## src/rtl/admit_pkg.sv

```systemverilog
package admit_pkg;

    localparam int DEF_SLOTS       = 8;
    localparam int DEF_THREADS     = 768;
    localparam int DEF_REGS        = 8192;
    localparam int DEF_BLK_THREADS = 512;
    localparam int DEF_RPT_W       = 8;

    typedef enum logic [1:0] {
        V_IDLE = 2'd0,
        V_BAD  = 2'd1,
        V_WAIT = 2'd2,
        V_GO   = 2'd3
    } verdict_e;

    function automatic int cnt_w(input int n);
        return (n > 1) ? $clog2(n + 1) : 1;
    endfunction

    function automatic int idx_w(input int n);
        return (n > 1) ? $clog2(n) : 1;
    endfunction

    function automatic verdict_e judge(input logic valid, input logic legal,
                                       input logic fit_all);
        if (!valid)       return V_IDLE;
        else if (!legal)  return V_BAD;
        else if (!fit_all) return V_WAIT;
        else              return V_GO;
    endfunction

endpackage

```

## src/rtl/admit_demand.sv

```systemverilog
module admit_demand #(
    parameter int TW      = 10,
    parameter int RPW     = 8,
    parameter int BLK_MAX = 512
) (
    input  logic [TW-1:0]     threads,
    input  logic [RPW-1:0]    rpt,
    output logic [TW+RPW-1:0] demand,
    output logic              legal
);
    localparam int DW = TW + RPW;
    localparam logic [TW-1:0] BLK_MAX_V = TW'(BLK_MAX);

    always_comb begin
        demand = DW'(threads) * DW'(rpt);
        legal  = (threads != '0) && (threads <= BLK_MAX_V);
    end
endmodule

```

## src/rtl/admit_pool.sv

```systemverilog
module admit_pool #(
    parameter int CAP = 768,
    parameter int FW  = 10,
    parameter int DW  = 10
) (
    input  logic          clk,
    input  logic          rst,
    input  logic [DW-1:0] need,
    input  logic          take,
    input  logic          give,
    input  logic [FW-1:0] give_amt,
    output logic [FW-1:0] free_o,
    output logic          fits
);
    localparam int CW = (DW > FW) ? DW : FW;

    logic [FW-1:0] free_q;
    logic [FW-1:0] take_amt;
    logic [FW-1:0] back_amt;

    always_comb begin
        fits     = CW'(need) <= CW'(free_q);
        take_amt = take ? FW'(need) : '0;
        back_amt = give ? give_amt : '0;
    end

    always_ff @(posedge clk) begin
        if (rst) free_q <= FW'(CAP);
        else     free_q <= free_q - take_amt + back_amt;
    end

    assign free_o = free_q;
endmodule

```

## src/rtl/admit_slots.sv

```systemverilog
module admit_slots #(
    parameter int SLOTS = 8,
    parameter int SW    = 3,
    parameter int TW    = 10,
    parameter int RW    = 14
) (
    input  logic             clk,
    input  logic             rst,
    input  logic             alloc,
    input  logic [TW-1:0]    alloc_thr,
    input  logic [RW-1:0]    alloc_reg,
    input  logic             rel_valid,
    input  logic [SW-1:0]    rel_slot,
    output logic             rel_hit,
    output logic [TW-1:0]    rel_thr,
    output logic [RW-1:0]    rel_reg,
    output logic             any_free,
    output logic [SW-1:0]    first_free,
    output logic [SLOTS-1:0] occ
);
    logic [SLOTS-1:0] occ_q;
    logic [TW-1:0]    thr_q [SLOTS];
    logic [RW-1:0]    reg_q [SLOTS];

    always_comb begin
        first_free = '0;
        any_free   = 1'b0;
        for (int i = SLOTS - 1; i >= 0; i--) begin
            if (!occ_q[i]) begin
                first_free = SW'(i);
                any_free   = 1'b1;
            end
        end
    end

    always_comb begin
        rel_hit = rel_valid && occ_q[rel_slot];
        rel_thr = thr_q[rel_slot];
        rel_reg = reg_q[rel_slot];
    end

    for (genvar s = 0; s < SLOTS; s++) begin : g_slot
        logic          occ_r;
        logic [TW-1:0] thr_r;
        logic [RW-1:0] reg_r;
        logic          hit_alloc;
        logic          hit_rel;

        assign hit_alloc = alloc && (first_free == SW'(s));
        assign hit_rel   = rel_hit && (rel_slot == SW'(s));

        always_ff @(posedge clk) begin
            if (rst) begin
                occ_r <= 1'b0;
                thr_r <= '0;
                reg_r <= '0;
            end else if (hit_alloc) begin
                occ_r <= 1'b1;
                thr_r <= alloc_thr;
                reg_r <= alloc_reg;
            end else if (hit_rel) begin
                occ_r <= 1'b0;
            end
        end

        assign occ_q[s] = occ_r;
        assign thr_q[s] = thr_r;
        assign reg_q[s] = reg_r;
    end

    assign occ = occ_q;
endmodule

```

## src/rtl/admit_ctrl.sv

```systemverilog
module admit_ctrl
    import admit_pkg::*;
#(
    parameter int SLOTS           = DEF_SLOTS,
    parameter int MAX_THREADS     = DEF_THREADS,
    parameter int REG_ENTRIES     = DEF_REGS,
    parameter int MAX_BLK_THREADS = DEF_BLK_THREADS,
    parameter int RPW             = DEF_RPT_W,
    parameter int TW              = cnt_w(MAX_BLK_THREADS),
    parameter int SW              = idx_w(SLOTS),
    parameter int FBW             = cnt_w(SLOTS),
    parameter int FTW             = cnt_w(MAX_THREADS),
    parameter int FRW             = cnt_w(REG_ENTRIES)
) (
    input  logic           clk,
    input  logic           rst,
    input  logic           req_valid,
    input  logic [TW-1:0]  req_threads,
    input  logic [RPW-1:0] req_regs,
    output logic           req_ready,
    output logic           req_error,
    output logic [SW-1:0]  grant_slot,
    input  logic           rel_valid,
    input  logic [SW-1:0]  rel_slot,
    output logic [FBW-1:0] free_blocks,
    output logic [FTW-1:0] free_threads,
    output logic [FRW-1:0] free_regs
);
    localparam int DMW = TW + RPW;

    logic [DMW-1:0]   demand;
    logic             legal;
    logic             fit_blk, fit_thr, fit_reg;
    logic             grant;
    verdict_e         verdict;
    logic             rel_hit;
    logic [TW-1:0]    rel_thr;
    logic [FRW-1:0]   rel_reg;
    logic             any_free;
    logic [SW-1:0]    first_free;
    logic [SLOTS-1:0] occ;

    admit_demand #(.TW(TW), .RPW(RPW), .BLK_MAX(MAX_BLK_THREADS)) u_demand (
        .threads (req_threads),
        .rpt     (req_regs),
        .demand  (demand),
        .legal   (legal)
    );

    always_comb begin
        verdict   = judge(req_valid, legal, fit_blk && fit_thr && fit_reg);
        req_ready = (verdict == V_GO);
        req_error = (verdict == V_BAD);
        grant     = req_ready;
    end

    admit_pool #(.CAP(SLOTS), .FW(FBW), .DW(1)) u_blk_pool (
        .clk      (clk),
        .rst      (rst),
        .need     (1'b1),
        .take     (grant),
        .give     (rel_hit),
        .give_amt (FBW'(1)),
        .free_o   (free_blocks),
        .fits     (fit_blk)
    );

    admit_pool #(.CAP(MAX_THREADS), .FW(FTW), .DW(TW)) u_thr_pool (
        .clk      (clk),
        .rst      (rst),
        .need     (req_threads),
        .take     (grant),
        .give     (rel_hit),
        .give_amt (FTW'(rel_thr)),
        .free_o   (free_threads),
        .fits     (fit_thr)
    );

    admit_pool #(.CAP(REG_ENTRIES), .FW(FRW), .DW(DMW)) u_reg_pool (
        .clk      (clk),
        .rst      (rst),
        .need     (demand),
        .take     (grant),
        .give     (rel_hit),
        .give_amt (rel_reg),
        .free_o   (free_regs),
        .fits     (fit_reg)
    );

    admit_slots #(.SLOTS(SLOTS), .SW(SW), .TW(TW), .RW(FRW)) u_slots (
        .clk        (clk),
        .rst        (rst),
        .alloc      (grant),
        .alloc_thr  (req_threads),
        .alloc_reg  (FRW'(demand)),
        .rel_valid  (rel_valid),
        .rel_slot   (rel_slot),
        .rel_hit    (rel_hit),
        .rel_thr    (rel_thr),
        .rel_reg    (rel_reg),
        .any_free   (any_free),
        .first_free (first_free),
        .occ        (occ)
    );

    assign grant_slot = first_free;
endmodule

```

## config.mk

```make
export PLATFORM = sky130hd
export DESIGN_NAME = admit_ctrl
export DESIGN_NICKNAME = d
export VERILOG_FILES = /design/src/rtl/admit_pkg.sv /design/src/rtl/admit_demand.sv /design/src/rtl/admit_pool.sv /design/src/rtl/admit_slots.sv /design/src/rtl/admit_ctrl.sv
export SDC_FILE = /design/constraint.sdc
export NUM_CORES = 1
export LEC_CHECK = 0
export ABC_AREA = 1
export CAP_MARGIN = 20
export CORE_UTILIZATION = 52
export CTS_BUF_LIST = sky130_fd_sc_hd__clkbuf_4 sky130_fd_sc_hd__clkbuf_8
export CTS_CLUSTER_SIZE = 24
export DETAILED_ROUTE_END_ITERATION = 10
export GPL_ROUTABILITY_DRIVEN = 1
export GPL_TIMING_DRIVEN = 0
export PLACE_DENSITY = 0.79
export SLEW_MARGIN = 20
export SYNTH_ARGS = -nofsm -noshare
export SYNTH_HDL_FRONTEND = slang
export SYNTH_SLANG_ARGS = --single-unit
export TNS_END_PERCENT = 20
```

## constraint.sdc

```tcl
create_clock -name clk -period 26 [get_ports clk]
set_input_delay 5.2 -clock clk [delete_from_list [all_inputs] [get_ports clk]]
set_output_delay 5.2 -clock clk [all_outputs]
set_load 0.005 [all_outputs]
```

==> metrics.cfg <==
[global_routing]
overflow = 0
antenna_found_initial = 0
grtUsageTotal = 0.3243
grt_pass1_wl_um = 77470
grt_pass1_vias = 14724
grt_max_degree = 13

[floorplanning]
die_h_um = 176.2
die_width_um = 176.2
die_area_mm2 = 0.03105
fp.coreArea_mm2 = 0.02972
start_util = 0.5310
pin_count = 58
num_rows = 63

[power_and_ir_drop]
p_leak_nw = 9.698
powerDensity_mw_per_mm2 = 90.07
finalPower_mw = 1.591
vdd_drop_max_v = 0.00008915

[routing]
vias = 15545
drc = 0
dr.pass1.iters = 6
totalWireLength_um = 50060
wl_per_cell_um = 17.02
drt-initial-drc-count = 1509
drtAntennaViolNets = 0
via_per_inst = 5.286

[cells_and_area]
layout_commonest_cell = nand2_1
nets = 2710
regArea_mm2 = 0.004564
multi_input_area_mm2 = 0.008691
areaGrowthSynthToFinish_pct = 11.97
mostFrequentLayoutCells = nand2_1, inv_1, nor2_1
antenna_cells = 0
nFillCells = 2733
layout-drive-gt1-share = 0.05880

[clock_tree]
clk_latency_ns = 0.57
cts_buffer_depth = 3
post_cts_buffers = 0
cts.sinks = 228
holdBufCountCts = 0
cts-root-buf = clkbuf_8
htreeDepth = 2
clk_pin_slew_ns = 0.06
cts_tree = yes
cts_inserted_buffers = 40
ctsResizeCount = 0

[job]
max-cap-violations = 0

[synthesis]
yosys_warnings = 0
synth-edff-count = 0
synth_top_area_frac = 0.2892
syn-num-nets = 2620
seq_area_frac_synth = 0.2892
synthFlopType = dfxtp_1
synth-seq-cells = 228
ys_types = 40
syn_inst = 2432
synthTopCellsByArea = dfxtp_1, nand2_1, inv_1
postSynthAreaPerCell_um2 = 6.489
async_reset_ff_frac = 0
syn-cell-area_mm2 = 0.01578
yosys.area.top_type = dfxtp_1

[sta]
finalHoldViolCount = 0
post-route-period-util = 0.7144
fin_crit_ns = 18.57
rsz0062_at_grt = no
setup-tns-final_ns = 0
relSlewSlack = 0.1673
max_freq_mhz = 53.84
slew_viol_final = 0
finClkSkew_ns = 0.03148
worst_pin_slew_ns = 1.245
setup_viol = 0

[placement]
dp_hpwl_um = 37380
gp_congestion = 0.9786
port_buffers = 48

[setup_path]
slowest_delay_ns = 0.97
crit_required_ns = 20.80
crit_fanout = 10
start_kind = input pin
endpoint_kind = primary output
slowest_stage = xor2_1
critPathKind = input pin to primary output
crit_arrival_ns = 13.37
path_common_cell = nand2_1

[outcome]
status = finished clean

[min_path]
hp-class = flip-flop to flip-flop

-- final cells by class --
type / count / area share
flip-flops and latches: 228 / 0.2583
inverters: 514 / 0.1092
repair buffers: 48 / 0.02719
plain buffers: 128 / 0.03498
clock buffers: 66 / 0.04681
well taps: 390 / 0.02762
multi-input cells: 1562 / 0.4919
clock inverters: 5 / 0.004036
-- Yosys cell counts, drive strengths merged, types with 37 or more instances --
cell type,count
clkbuf,52
buf,76
o22ai,76
fa,71
ha,92
a21oi,69
o21ai,81
dfxtp,228
inv,511
nor2,444
nand3,37
nand2,597
-- power by group --
part	switching (mW)	total (mW)	internal (mW)
combinational	0.555	0.829	0.274
sequential	0.0169	0.392	0.375
clock	0.158	0.370	0.212
-- worst paths after layout --
| path | startpoint | endpoint | slack (ns) | cells past startpoint |
|---|---|---|---|---|
| worst max-delay path | req_threads[5] | req_ready | 7.43 | 32 |
| worst min register to register | u_slots.g_slot[5].occ_r | u_slots.g_slot[5].occ_r | 0.50 | 2 |
| worst min-delay path | u_slots.g_slot[5].occ_r | u_slots.g_slot[5].occ_r | 0.50 | 2 |
| worst max register to register | u_reg_pool.free_o[7] | u_thr_pool.free_o[9] | 21.04 | 27 |
-- sequential cells by signal (all words and copies together), names as in the netlist --
register              flops
u_slots.g_slot.reg_r    112
u_thr_pool.free_o        10
u_reg_pool.free_o        14
u_blk_pool.free_o         4
u_slots.g_slot.occ_r      8
u_slots.g_slot.thr_r     80
-- cells by family after synthesis --
group,Yosys count,synth area share
simple gates,1105,0.2751
buf+inv,642,0.1614
compound gates,282,0.1046
flops,228,0.2892
fa+ha+maj,163,0.1630
xor+xnor,12,0.006661
-- worst max-delay path, delay by kind of cell --
kind / cells / cell delay (ns)
buffers and inverters: 12 / 2.97
adders and majority gates: 6 / 2.85
and+or+nand+nor: 12 / 1.20
AOI/OAI and AO/OA: 1 / 0.14
xor gates and xnor gates: 1 / 0.97
-- stage by stage --
stage | hold slack, ns | setup WS [ns] | area, um^2 | util | cells
after floorplan | 0.4614 | 10.40 | 15780 | - | 2432
after global placement | 0.4778 | 7.559 | 16750 | 0.5636 | 2870
after detailed placement | 0.4823 | 7.652 | 16770 | 0.5644 | 2870
after CTS | 0.4960 | 7.625 | 17670 | 0.5946 | 2941
after global routing | 0.5118 | 7.163 | 17670 | 0.5946 | 2941
final | 0.4986 | 7.427 | 17670 | 0.5946 | 2941
-- per-layer routing --
metal | track usage | up-vias | routed length [um]
met5 | 0 | - | 0
met4 | 0.1511 | 0 | 2220
met3 | 0.06202 | 140 | 5181
met2 | 0.5072 | 786 | 21690
met1 | 0.4311 | 7146 | 20960
li1 | - | 7473 | -
No activity file was read; power rests on OpenSTA's default activity.
